**src/rtl/icb_pkg.sv**
```systemverilog
package icb_pkg;

  typedef enum logic [1:0] {
    CAP_IDLE = 2'd0,
    CAP_LOAD = 2'd1,
    CAP_PUSH = 2'd2,
    CAP_DROP = 2'd3
  } cap_act_e;

  // Decide what a capture event does, given which registers are free
  // after any same-cycle read.
  function automatic cap_act_e cap_decide(
    input logic evt,
    input logic queue_mode,
    input logic no_ovw,
    input logic cap_free,
    input logic hold_free
  );
    cap_act_e act;
    if (!evt)                      act = CAP_IDLE;
    else if (!no_ovw)              act = cap_free ? CAP_LOAD : CAP_PUSH;
    else if (cap_free)             act = CAP_LOAD;
    else if (queue_mode && hold_free) act = CAP_PUSH;
    else                           act = CAP_DROP;
    return act;
  endfunction

endpackage

```
**src/rtl/icb_slot.sv**
```systemverilog
module icb_slot #(
  parameter int W = 16
) (
  input  logic         clk,
  input  logic         rst_n,
  input  logic         ld,
  input  logic [W-1:0] din,
  input  logic         ld_full,
  input  logic         rd,
  output logic [W-1:0] q,
  output logic         full
);

  always_ff @(posedge clk or negedge rst_n) begin
    if (!rst_n) begin
      q    <= '0;
      full <= 1'b0;
    end else begin
      if (ld) q <= din;
      if (ld)      full <= ld_full;
      else if (rd) full <= 1'b0;
    end
  end


  rd_clears_chk: assert property (@(posedge clk) disable iff (!rst_n)
    (rd && !ld) |=> (!full && $stable(q)));

endmodule

```
**src/rtl/icb_ctrl.sv**
```systemverilog
module icb_ctrl
  import icb_pkg::*;
(
  input  logic clk,
  input  logic rst_n,
  input  logic cap_en,
  input  logic edge_stb,
  input  logic latch_stb,
  input  logic queue_mode,
  input  logic no_ovw,
  input  logic cap_free,
  input  logic hold_free,
  output logic accept,
  output logic push,
  output logic drop,
  output logic latch_go
);

  cap_act_e act;

  always_comb begin
    act      = cap_decide(cap_en && edge_stb, queue_mode, no_ovw, cap_free, hold_free);
    accept   = (act == CAP_LOAD) || (act == CAP_PUSH);
    push     = (act == CAP_PUSH);
    drop     = (act == CAP_DROP);
    latch_go = latch_stb && !queue_mode && !accept;
  end


  latch_protect_chk: assert property (@(posedge clk) disable iff (!rst_n)
    (cap_en && edge_stb && no_ovw && !queue_mode && !cap_free) |-> drop);


  queue_push_chk: assert property (@(posedge clk) disable iff (!rst_n)
    (cap_en && edge_stb && no_ovw && queue_mode && !cap_free && hold_free) |-> push);

endmodule

```
**src/rtl/icb_capture_buf.sv**
```systemverilog
module icb_capture_buf #(
  parameter int TMR_W = 16
) (
  input  logic             clk,
  input  logic             rst_n,
  input  logic [TMR_W-1:0] timer_cnt,
  input  logic             cap_en,
  input  logic             edge_stb,
  input  logic             latch_stb,
  input  logic             queue_mode,
  input  logic             no_ovw,
  input  logic             rd_cap,
  input  logic             rd_hold,
  output logic [TMR_W-1:0] cap_q,
  output logic [TMR_W-1:0] hold_q,
  output logic             cap_full,
  output logic             hold_full,
  output logic             lost_flag
);

  logic cap_free, hold_free;
  logic accept, push, drop, latch_go;
  logic             cap_ld, cap_ld_full, hold_ld, hold_ld_full;
  logic [TMR_W-1:0] cap_din;

  assign cap_free  = !cap_full  || rd_cap;
  assign hold_free = !hold_full || rd_hold;

  icb_ctrl u_ctrl (
    .clk(clk), .rst_n(rst_n),
    .cap_en(cap_en), .edge_stb(edge_stb), .latch_stb(latch_stb),
    .queue_mode(queue_mode), .no_ovw(no_ovw),
    .cap_free(cap_free), .hold_free(hold_free),
    .accept(accept), .push(push), .drop(drop), .latch_go(latch_go)
  );

  assign cap_ld       = accept || latch_go;
  assign cap_din      = accept ? timer_cnt : cap_q;
  assign cap_ld_full  = accept;
  assign hold_ld      = push || latch_go;
  assign hold_ld_full = push || !cap_free;

  icb_slot #(.W(TMR_W)) u_cap (
    .clk(clk), .rst_n(rst_n), .ld(cap_ld), .din(cap_din),
    .ld_full(cap_ld_full), .rd(rd_cap), .q(cap_q), .full(cap_full)
  );

  icb_slot #(.W(TMR_W)) u_hold (
    .clk(clk), .rst_n(rst_n), .ld(hold_ld), .din(cap_q),
    .ld_full(hold_ld_full), .rd(rd_hold), .q(hold_q), .full(hold_full)
  );

  always_ff @(posedge clk or negedge rst_n) begin
    if (!rst_n)    lost_flag <= 1'b0;
    else if (drop) lost_flag <= 1'b1;
  end


  cap_load_chk: assert property (@(posedge clk) disable iff (!rst_n)
    accept |=> (cap_full && cap_q == $past(timer_cnt)));


  push_moves_chk: assert property (@(posedge clk) disable iff (!rst_n)
    push |=> (hold_full && hold_q == $past(cap_q)));


  lost_sticky_chk: assert property (@(posedge clk) disable iff (!rst_n)
    (drop || lost_flag) |=> lost_flag);


  drop_keeps_chk: assert property (@(posedge clk) disable iff (!rst_n)
    (drop && !latch_stb) |=> ($stable(cap_q) && cap_full));


  reset_clear_chk: assert property (@(posedge clk)
    !rst_n |=> (!cap_full && !hold_full && !lost_flag && cap_q == '0 && hold_q == '0));

endmodule

```
**config.mk**
```make
export PLATFORM = sky130hd
export DESIGN_NAME = icb_capture_buf
export DESIGN_NICKNAME = d
export VERILOG_FILES = /design/src/rtl/icb_pkg.sv /design/src/rtl/icb_slot.sv /design/src/rtl/icb_ctrl.sv /design/src/rtl/icb_capture_buf.sv
export SDC_FILE = /design/constraint.sdc
export NUM_CORES = 1
export LEC_CHECK = 0
export ABC_CLOCK_PERIOD_IN_PS = 3200
export BUFFER_PORTS_ARGS = -buffer_cell sky130_fd_sc_hd__buf_2
export CAP_MARGIN = 20
export CORE_MARGIN = 2
export CORE_UTILIZATION = 25
export DETAILED_ROUTE_END_ITERATION = 10
export PLACE_DENSITY = 0.58
export SYNTH_ARGS = -nofsm -noshare
export SYNTH_HDL_FRONTEND = slang
export SYNTH_SLANG_ARGS = --single-unit
```
**constraint.sdc**
```tcl
create_clock -name clk -period 3.2 [get_ports clk]
set_clock_uncertainty 0.2 [all_clocks]
set_input_delay 0.32 -clock clk [delete_from_list [all_inputs] [get_ports clk]]
set_output_delay 0.32 -clock clk [all_outputs]
set_load 0.03 [all_outputs]
```
# Yosys cells after proc, flatten, opt, wreduce, memory -nomap -nowiden
# Cells that the tools add are included.
# word_totals
input_bits	25
ff_bits	35
wordCells	35
# op_classes
eq_ne	3
n_reduce_logical	18
n_mux	9
# op_table
operator	n
2-to-1 mux 2 bit	4
logical OR 1 bit	6
logical NOT 1 bit	5
2-to-1 mux 1 bit	5
equality test 2 bit (second input constant)	2
logical AND 1 bit	4
nonzero test 2 bit	2
equality test 2 x 1 -> 1 bit (second input constant)	1
AND reduction 2 bit	1

# Logic depth before layout (Yosys ltp)
# Gate-level depths: netlist (run 1).
# depth
ltp_word	13
depth_mapped	9
depth_no_buf	7

# Hierarchy
# A second synthesis (run 1) with hierarchy kept.
# unflattened
hier_cells	109
hier_area_um2	1741.7
# by_module_without_submodules
mod	cells_per_inst	area_per_inst_um2	instances
icb_slot	37	680.7	2
icb_capture_buf	25	307.8	1
icb_ctrl	10	72.6	1

# Worst setup path before layout (run 1)
# OpenSTA, ideal clock, no wires.
# synth_timing
path_kind	reg-to-reg
startpoint	register u_hold.full
endpoint	register u_hold.q[10]
synth_period_minus_slack_ns	2.427
arrival_ns	2.102
path_stages_with_launch	10
required_ns	2.875
n_path_buf	2
setup_time_ns	0.125
slack_ns	0.773
path_cell_list	dfrtp_1 nand2b_1 a21boi_0 o211a_1 ha_1 buf_6 nor3b_4 nor2_4 buf_6 mux2_4
# synth_between
elab_chain_len	12
elab_cells_between_ends	13
# synth_rtl
item	line	text
start: declaration	icb_slot.sv:11	output logic full
start signal: assignment	icb_slot.sv:20	if (ld) full <= ld_full;
logical NOT 1 bit (*)	icb_capture_buf.sv:27	assign hold_free = !hold_full || rd_hold;
logical OR 1 bit (*)	icb_capture_buf.sv:27	
logical AND 1 bit (*)	icb_pkg.sv:23	else if (queue_mode && hold_free) act = CAP_PUSH;
2-to-1 mux 1 bit (*)	icb_pkg.sv:23	
2-to-1 mux 2 bit (*)	icb_pkg.sv:22	else if (cap_free) act = CAP_LOAD;
2-to-1 mux 2 bit (*)	icb_pkg.sv:21	else if (!no_ovw) act = cap_free ? CAP_LOAD : CAP_PUSH;
2-to-1 mux 2 bit (*)	icb_pkg.sv:20	if (!evt) act = CAP_IDLE;
equality test 2 x 1 -> 1 bit or equality test 2 bit (tied branches)	icb_ctrl.sv:23, icb_ctrl.sv:24	
logical OR 1 bit	icb_ctrl.sv:23	accept = (act == CAP_LOAD) || (act == CAP_PUSH);
logical NOT 1 bit	icb_ctrl.sv:26	latch_go = latch_stb && !queue_mode && !accept;
logical AND 1 bit	icb_ctrl.sv:26	
logical OR 1 bit (*)	icb_capture_buf.sv:40	assign hold_ld = push || latch_go;
end signal: assignment	icb_slot.sv:19	if (ld) q <= din;
end: declaration	icb_slot.sv:10	output logic [W-1:0] q,
# Every way passes the cells marked *; elsewhere a longest branch is shown, timed or not.
# A chain may end at the register's enable or synchronous reset.

# Worst setup path in the final report (run 1)
# layout_timing
startpoint	register u_hold.full
endpoint	register u_hold.q[5]
# Same word-level chain as after synthesis.

==> metrics.txt, run 1 <==
MaxCap Viol Count 0; Final Max Slew Viols 0; htree depth 2; clock-pin transition on the worst setup and hold timing paths 0.07 ns; area fraction of the dominant cell type after synthesis 60.87%; Tcrit/Tclk final 74.87%; register bit total from synthesis 35; main area contributors after synthesis dfrtp_1 (61%), mux2_2 (17%), mux2_4 (10%), ha_1 (1.7%), buf_6 (1.6%); CP Capture Type flop; drt total wl 2.839 mm; DP Worst Slack 0.7410 ns; Syn Nets 113; most frequent cells in the layout buf_2 (59), dfrtp_1 (35), mux2_2 (22), mux2_4 (10), clkbuf_8 (7); worst reg2reg setup slack 0.80 ns; Layout area overhead 33.04%; cts bufs inserted 5; buffers and inverters on the worst path 0; area leader, netlist dfrtp_1; DRC 0; core area 5540 um^2; clk buf depth 2; largest net degree at the start of global routing 36; sequential fraction of the synthesis area 60.87%; crit start category flop; cell area after synthesis 1439 um^2; initial core utilization 25.97%; RSZ-0062 raised after global routing no; # fillers 568; post-route setup slack 0.8040 ns; full die area 6378 um^2; Worst Path Required 3.16 ns; Clock Latency Late Sink 0.27 ns; dpl hpwl 2.038 mm; largest stage delay on the critical path 0.48 ns; CTS tree yes; DR WL/cell 12.67 um; gr usage total 9.437%; HP Class primary input to flop; ANT nets after route 0; status completed; multi-input logic area 535.5 um^2; pwr/cell area 850.5 nW/um^2; critical path cell sequence nand2b_1 > a21boi_0 > o211a_1 > ha_1 > nor3b_4 > nor2_4 > mux2_2; initial drt markers 15; IO Port Bufs 59; Pwr Total 1628 uW; Post-DP Area 1804 um^2; vias in the first global route 908; ant diodes 0; Hold Vio Cnt, Final 0; crit path time final 2.396 ns; Die X 79.87 um; post-route cell area 1914 um^2; CP max stage cell nor2_4; Net count, final 178; antenna violations before repair 0; syn_area_per_cell 16.73 um^2; Top Family by Delay on Critical Path simple AND/OR/NAND/NOR gates; crit path DAT 2.36 ns; FP Rows 27; clock sink count 35; Leakage 0.0009677 uW; Die Ht 79.87 um; clk root buf clkbuf_8; Worst Path Max Fanout 16; Fmax 417.4 MHz; Max VDD drop 0.0004333 V; global-route wire length before repair 4.491 mm; Syn Inst Count 86; FF/Latch Area 875.8 um^2; Initial DRT Pass Iterations 4; Crit Path Class flop to flop; Slew @ Worst Pin 0.7524 ns; via count 929; Post-CTS Resized 0; gr ovfl total 0; IO Pins 60; Cell variety after synth 18; routability cong. 0.6426; Setup TNS 0 ns; vias per cell 4.147; layout cells sized above 1 67.11%; post-route insts no fill 224; Setup-failing EPs final 0; Slew HR 49.84%; commonest non-fill, non-tap cell in the layout buf_2; Ys Warns 0; placed insts 215
through the flow:
stage	utilization (%)	hold WS (ns)
floorplan	-	-0.1756
global placement	32.57	0.2545
detailed placement	32.57	0.2429
CTS	34.55	0.05843
global route	34.55	0.06144
finish	34.55	0.07135
layout make-up:
| cell class | instances | share of cell area (%) |
|---|---|---|
| sequential | 35 | 45.75 |
| tap | 72 | 4.706 |
| clock buffer | 8 | 5.229 |
| timing repair buffer | 61 | 16.34 |
| multi-input combinational | 48 | 27.97 |
cell usage after synthesis (all sizes together):
cell,n
dfrtp,35
mux2,32
buf,3
nand2b,3
ha,2
nor2,2
a211o,1
a21boi,1
a21o,1
and3,1
nor2b,1
nor3b,1
o211a,1
o211ai,1
or2,1
worst register-to-register path: cells and delay by family, from the launching register on:
kind                       cells  cell delay [ns]
adders and majority gates      1             0.33
DFF                            1             0.38
muxes                          1             0.40
and+or+nand+nor                3             0.64
AOI/OAI and AO/OA              2             0.33
registers in the layout (all words and copies together), names as in the netlist:
| signal | count |
|---|---|
| u_cap.q | 16 |
| u_hold.q | 16 |
| lost_flag | 1 |
| u_cap.full | 1 |
| u_hold.full | 1 |
where the power goes:
part	switching [uW]	total, uW	internal (uW)	leakage (uW)
logic	391	633	242	0.000501
clock network	146	343	196	0.0000515
registers	76.9	652	576	0.000415
timing repair:
| item | CTS | global route |
|---|---|---|
| hold buffers | 1 | 0 |
| hold endpoints to repair | 35 | 0 |
| setup buffers | 0 | 0 |
worst paths after layout:
check	from	endpoint	cells after the start
max in group asynchronous	rst_n	u_hold.q[1]$_DFFE_PN0P_	2
worst max-delay path	u_hold.full$_DFFE_PN0P_	u_hold.q[5]$_DFFE_PN0P_	7
worst min register to register	lost_flag$_DFFE_PN0N_	lost_flag$_DFFE_PN0N_	1
worst max register to register	u_hold.full$_DFFE_PN0P_	u_hold.q[5]$_DFFE_PN0P_	7
min in group asynchronous	rst_n	u_hold.full$_DFFE_PN0P_	2
worst min-delay path	timer_cnt[4]	u_cap.q[4]$_DFFE_PN0P_	2
metal layers:
metal | routed length, um | global-route usage, %
met2 | 1314 | 14.45
met4 | 31 | 4.068
met3 | 176 | 2.715
met5 | 0 | 0
met1 | 1315 | 12.42
cell families (layout without fill, tap and decap cells):
family          count (synthesis)  after routing  share of synthesized area [%]
flops                          35             35                          60.87
mux                            32             32                          27.65
simple gates                    9              9                          4.957
compound gates                  5              5                          2.870
buf+inv                         3             69                          1.913
fa+ha+maj                       2              2                          1.739
No activity file was read; power rests on OpenSTA's default activity.
==> run 2: changes to the inputs <==
--- a/config.mk
+++ b/config.mk
@@ -5,13 +5,13 @@
 export SDC_FILE = /design/constraint.sdc
 export NUM_CORES = 1
 export LEC_CHECK = 0
-export ABC_CLOCK_PERIOD_IN_PS = 3200
+export ABC_CLOCK_PERIOD_IN_PS = 1970
 export BUFFER_PORTS_ARGS = -buffer_cell sky130_fd_sc_hd__buf_2
 export CAP_MARGIN = 20
 export CORE_MARGIN = 2
 export CORE_UTILIZATION = 25
 export DETAILED_ROUTE_END_ITERATION = 10
-export PLACE_DENSITY = 0.58
+export PLACE_DENSITY = 0.6
 export SYNTH_ARGS = -nofsm -noshare
 export SYNTH_HDL_FRONTEND = slang
 export SYNTH_SLANG_ARGS = --single-unit
==> constraint.sdc (replaced) <==
create_clock -name clk -period 1.97 [get_ports clk]
set_clock_uncertainty 0.2 [all_clocks]
set_input_delay 0.197 -clock clk [delete_from_list [all_inputs] [get_ports clk]]
set_output_delay 0.197 -clock clk [all_outputs]
set_load 0.03 [all_outputs]
==> run 2 against run 1 <==
  * Highest routed layer unchanged
  * First-iteration DRC count rose by 110%
  * Hold slack lost 0.046 ns
  * The flow now finishes with violations (negative setup slack)
  * Via count grew 12%
  * Fmax up 14%
  * Flip-flop and latch count unchanged
  * Clock-buffer cell count decreased by 2
  * Non-clock buffer count increased by 27
  * Register-to-register slack worse by 0.94 ns
  * Core utilization grew 5.7 points
  * Combinational power increased by 71%
==> metrics.txt, run 2 (synthesis gave the netlist of run 1 again) <==
Worst Hold Path EP u_cap.full$_DFFE_PN0P_ (was u_cap.q[4]$_DFFE_PN0P_); Final Max Slew Viols 0 (unchanged); HP Class primary input to flop (unchanged); core area 5540 um^2 (unchanged); DR WL/cell 12.79 um (was 12.67 um); vias in the first global route 1,066 (was 908); hold path depth 3 (was 2); FP Rows 27 (unchanged); Setup-failing EPs final 33 (was 0); Layout Utilization 40.27% (was 34.55%); Pwr Total 2814 uW (was 1628 uW); largest net degree at the start of global routing 21 (was 36); cts bufs inserted 5 (unchanged); clock sink count 35 (unchanged); largest stage delay on the critical path 0.42 ns (was 0.48 ns); Fmax 475.5 MHz (was 417.4 MHz); status complete, but fails checks (was completed); htree depth 2 (unchanged); DRC 0 (unchanged); CP Capture Type flop (unchanged); global-route wire length before repair 5.071 mm (was 4.491 mm); Leakage 0.001104 uW (was 0.0009677 uW); gr usage total 10.64% (was 9.437%); CP max stage cell dfrtp_2 (was nor2_4); drt total wl 3.224 mm (was 2.839 mm); crit path DAT 2.06 ns (was 2.36 ns); Clock Latency Late Sink 0.28 ns (was 0.27 ns); WHS 0.02546 ns (was 0.07135 ns); Layout area overhead 55.04% (was 33.04%); antenna violations before repair 0 (unchanged); Post-DP Area 1867 um^2 (was 1804 um^2); critical path cell sequence nand2b_4 > a21boi_2 > o211a_1 > ha_4 > nor3b_4 > nor2_4 > buf_12 > mux2_4 (was nand2b_1 > a21boi_0 > o211a_1 > ha_1 > nor3b_4 > nor2_4 > mux2_2); Critical R2R Capture u_hold.q[9]$_DFFE_PN0P_ (was u_hold.q[5]$_DFFE_PN0P_); Critical R2R Launch u_hold.full$_DFFE_PN0P_ (unchanged); RSZ-0062 raised after global routing yes (was no); Max VDD drop 0.0004326 V (was 0.0004333 V); IO Pins 60 (unchanged); MaxCap Viol Count 0 (unchanged); initial core utilization 25.97% (unchanged); clock-pin transition on the worst setup and hold timing paths 0.07 ns (about the same); ANT nets after route 0 (unchanged); Net count, final 205 (was 178); post-route setup slack -0.1328 ns (was 0.8040 ns); dpl hpwl 2.194 mm (was 2.038 mm); Initial DRT Pass Iterations 4 (unchanged); initial drt markers 31 (was 15); pwr/cell area 1261 nW/um^2 (was 850.5 nW/um^2); crit path time final 2.103 ns (was 2.396 ns); Slew @ Worst Pin 0.3564 ns (was 0.7524 ns); IO Port Bufs 59 (unchanged); commonest non-fill, non-tap cell in the layout buf_2 (unchanged); Die X 79.87 um (unchanged); Slew HR 76.24% (was 49.84%); Hold Vio Cnt, Final 0 (unchanged); full die area 6378 um^2 (unchanged); vias per cell 4.123 (was 4.147); gr ovfl total 0 (unchanged); Worst Path Max Fanout 12 (was 16); DP Worst Slack -0.4388 ns (was 0.7410 ns); Worst Path Required 1.93 ns (was 3.16 ns); Tcrit/Tclk final 106.7% (was 74.87%); clk buf depth 2 (unchanged); worst reg2reg setup slack -0.13 ns (was 0.80 ns); Crit Path Class flop to flop (unchanged); CTS tree yes (unchanged); layout cells sized above 1 68.16% (was 67.11%); hold path start latch_stb (was timer_cnt[4]); Reg2Reg Depth 8 (was 7); clk root buf clkbuf_8 (unchanged); via count 1,039 (was 929); crit start category flop (unchanged); failing checks negative setup slack; routability cong. 0.7220 (was 0.6426); post-route cell area 2231 um^2 (was 1914 um^2); Top Registers u_cap.q (16), u_hold.q (16) (unchanged); Die Ht 79.87 um (unchanged); most frequent cells in the layout buf_2 (59), dfrtp_1 (33), mux2_2 (22), dlygate4sd3_1 (17), buf_4 (11) (was buf_2 (59), dfrtp_1 (35), mux2_2 (22), mux2_4 (10), clkbuf_8 (7))
run 2: worst max path at each step:
stage | start | to | slack, ns
finish | u_hold.full$_DFFE_PN0P_ | u_hold.q[9]$_DFFE_PN0P_ | -0.13
global route | u_hold.full$_DFFE_PN0P_ | u_hold.q[14]$_DFFE_PN0P_ | -0.21
CTS | u_hold.full$_DFFE_PN0P_ | u_hold.q[14]$_DFFE_PN0P_ | -0.12
detailed placement | u_hold.full$_DFFE_PN0P_ | u_hold.q[1]$_DFFE_PN0P_ | -0.44
global placement | u_hold.full$_DFFE_PN0P_ | u_hold.q[1]$_DFFE_PN0P_ | -0.39
floorplan | u_hold.full$_DFFE_PN0P_ | u_hold.q[10]$_DFFE_PN0P_ | -0.39
run 2: layout make-up:
class / count / area (um^2)
antenna: 1 / 2.502
clock buffer: 6 / 82.58
clock inverter: 2 / 35.03
fill: 540 / 3309
multi-input combinational: 48 / 574.3
sequential: 35 / 878.3
tap: 72 / 90.09
timing repair buffer: 88 / 568.0
run 2: per-layer routing:
layer | global-route usage [%] | part of all wire (%) | vias up
met1 | 12.21 | 42 | 507
met2 | 17.06 | 49 | 37
met3 | 3.281 | 6.4 | 7
met5 | 0 | 0 | -
met4 | 6.949 | 2.4 | 0
li1 | - | - | 488
run 2: worst max-delay path, delay by kind of cell, from the launching register on:
kind / cells / cell delay (ns)
flops: 1 / 0.42
simple gates: 3 / 0.39
mux: 1 / 0.30
compound gates: 2 / 0.29
fa+ha+maj: 1 / 0.23
buf+inv: 1 / 0.15
run 2: stage by stage:
step | setup TNS [ns] | instances
final | -2.330 | 252
after global routing | -4.852 | 251
after CTS | -2.789 | 250
after detailed placement | -8.502 | 222
after global placement | -7.292 | 222
after floorplan | -6.663 | 86
run 2: timing repair:
| item | 4_1_cts | 5_1_grt |
|---|---|---|
| setup buffers | 4 | 1 |
| hold buffers | 17 | 0 |
| gates resized for setup | 3 | 2 |
| pin swaps | 3 | 1 |
| cloned | 0 | 0 |
| setup endpoints to repair | 33 | 33 |
| hold endpoints to repair | 31 | 0 |
run 2: power breakdown:
group | switching, uW | total, uW | internal, uW
sequential | 136 | 1070 | 936
clock | 250 | 659 | 409
combinational | 645 | 1080 | 438
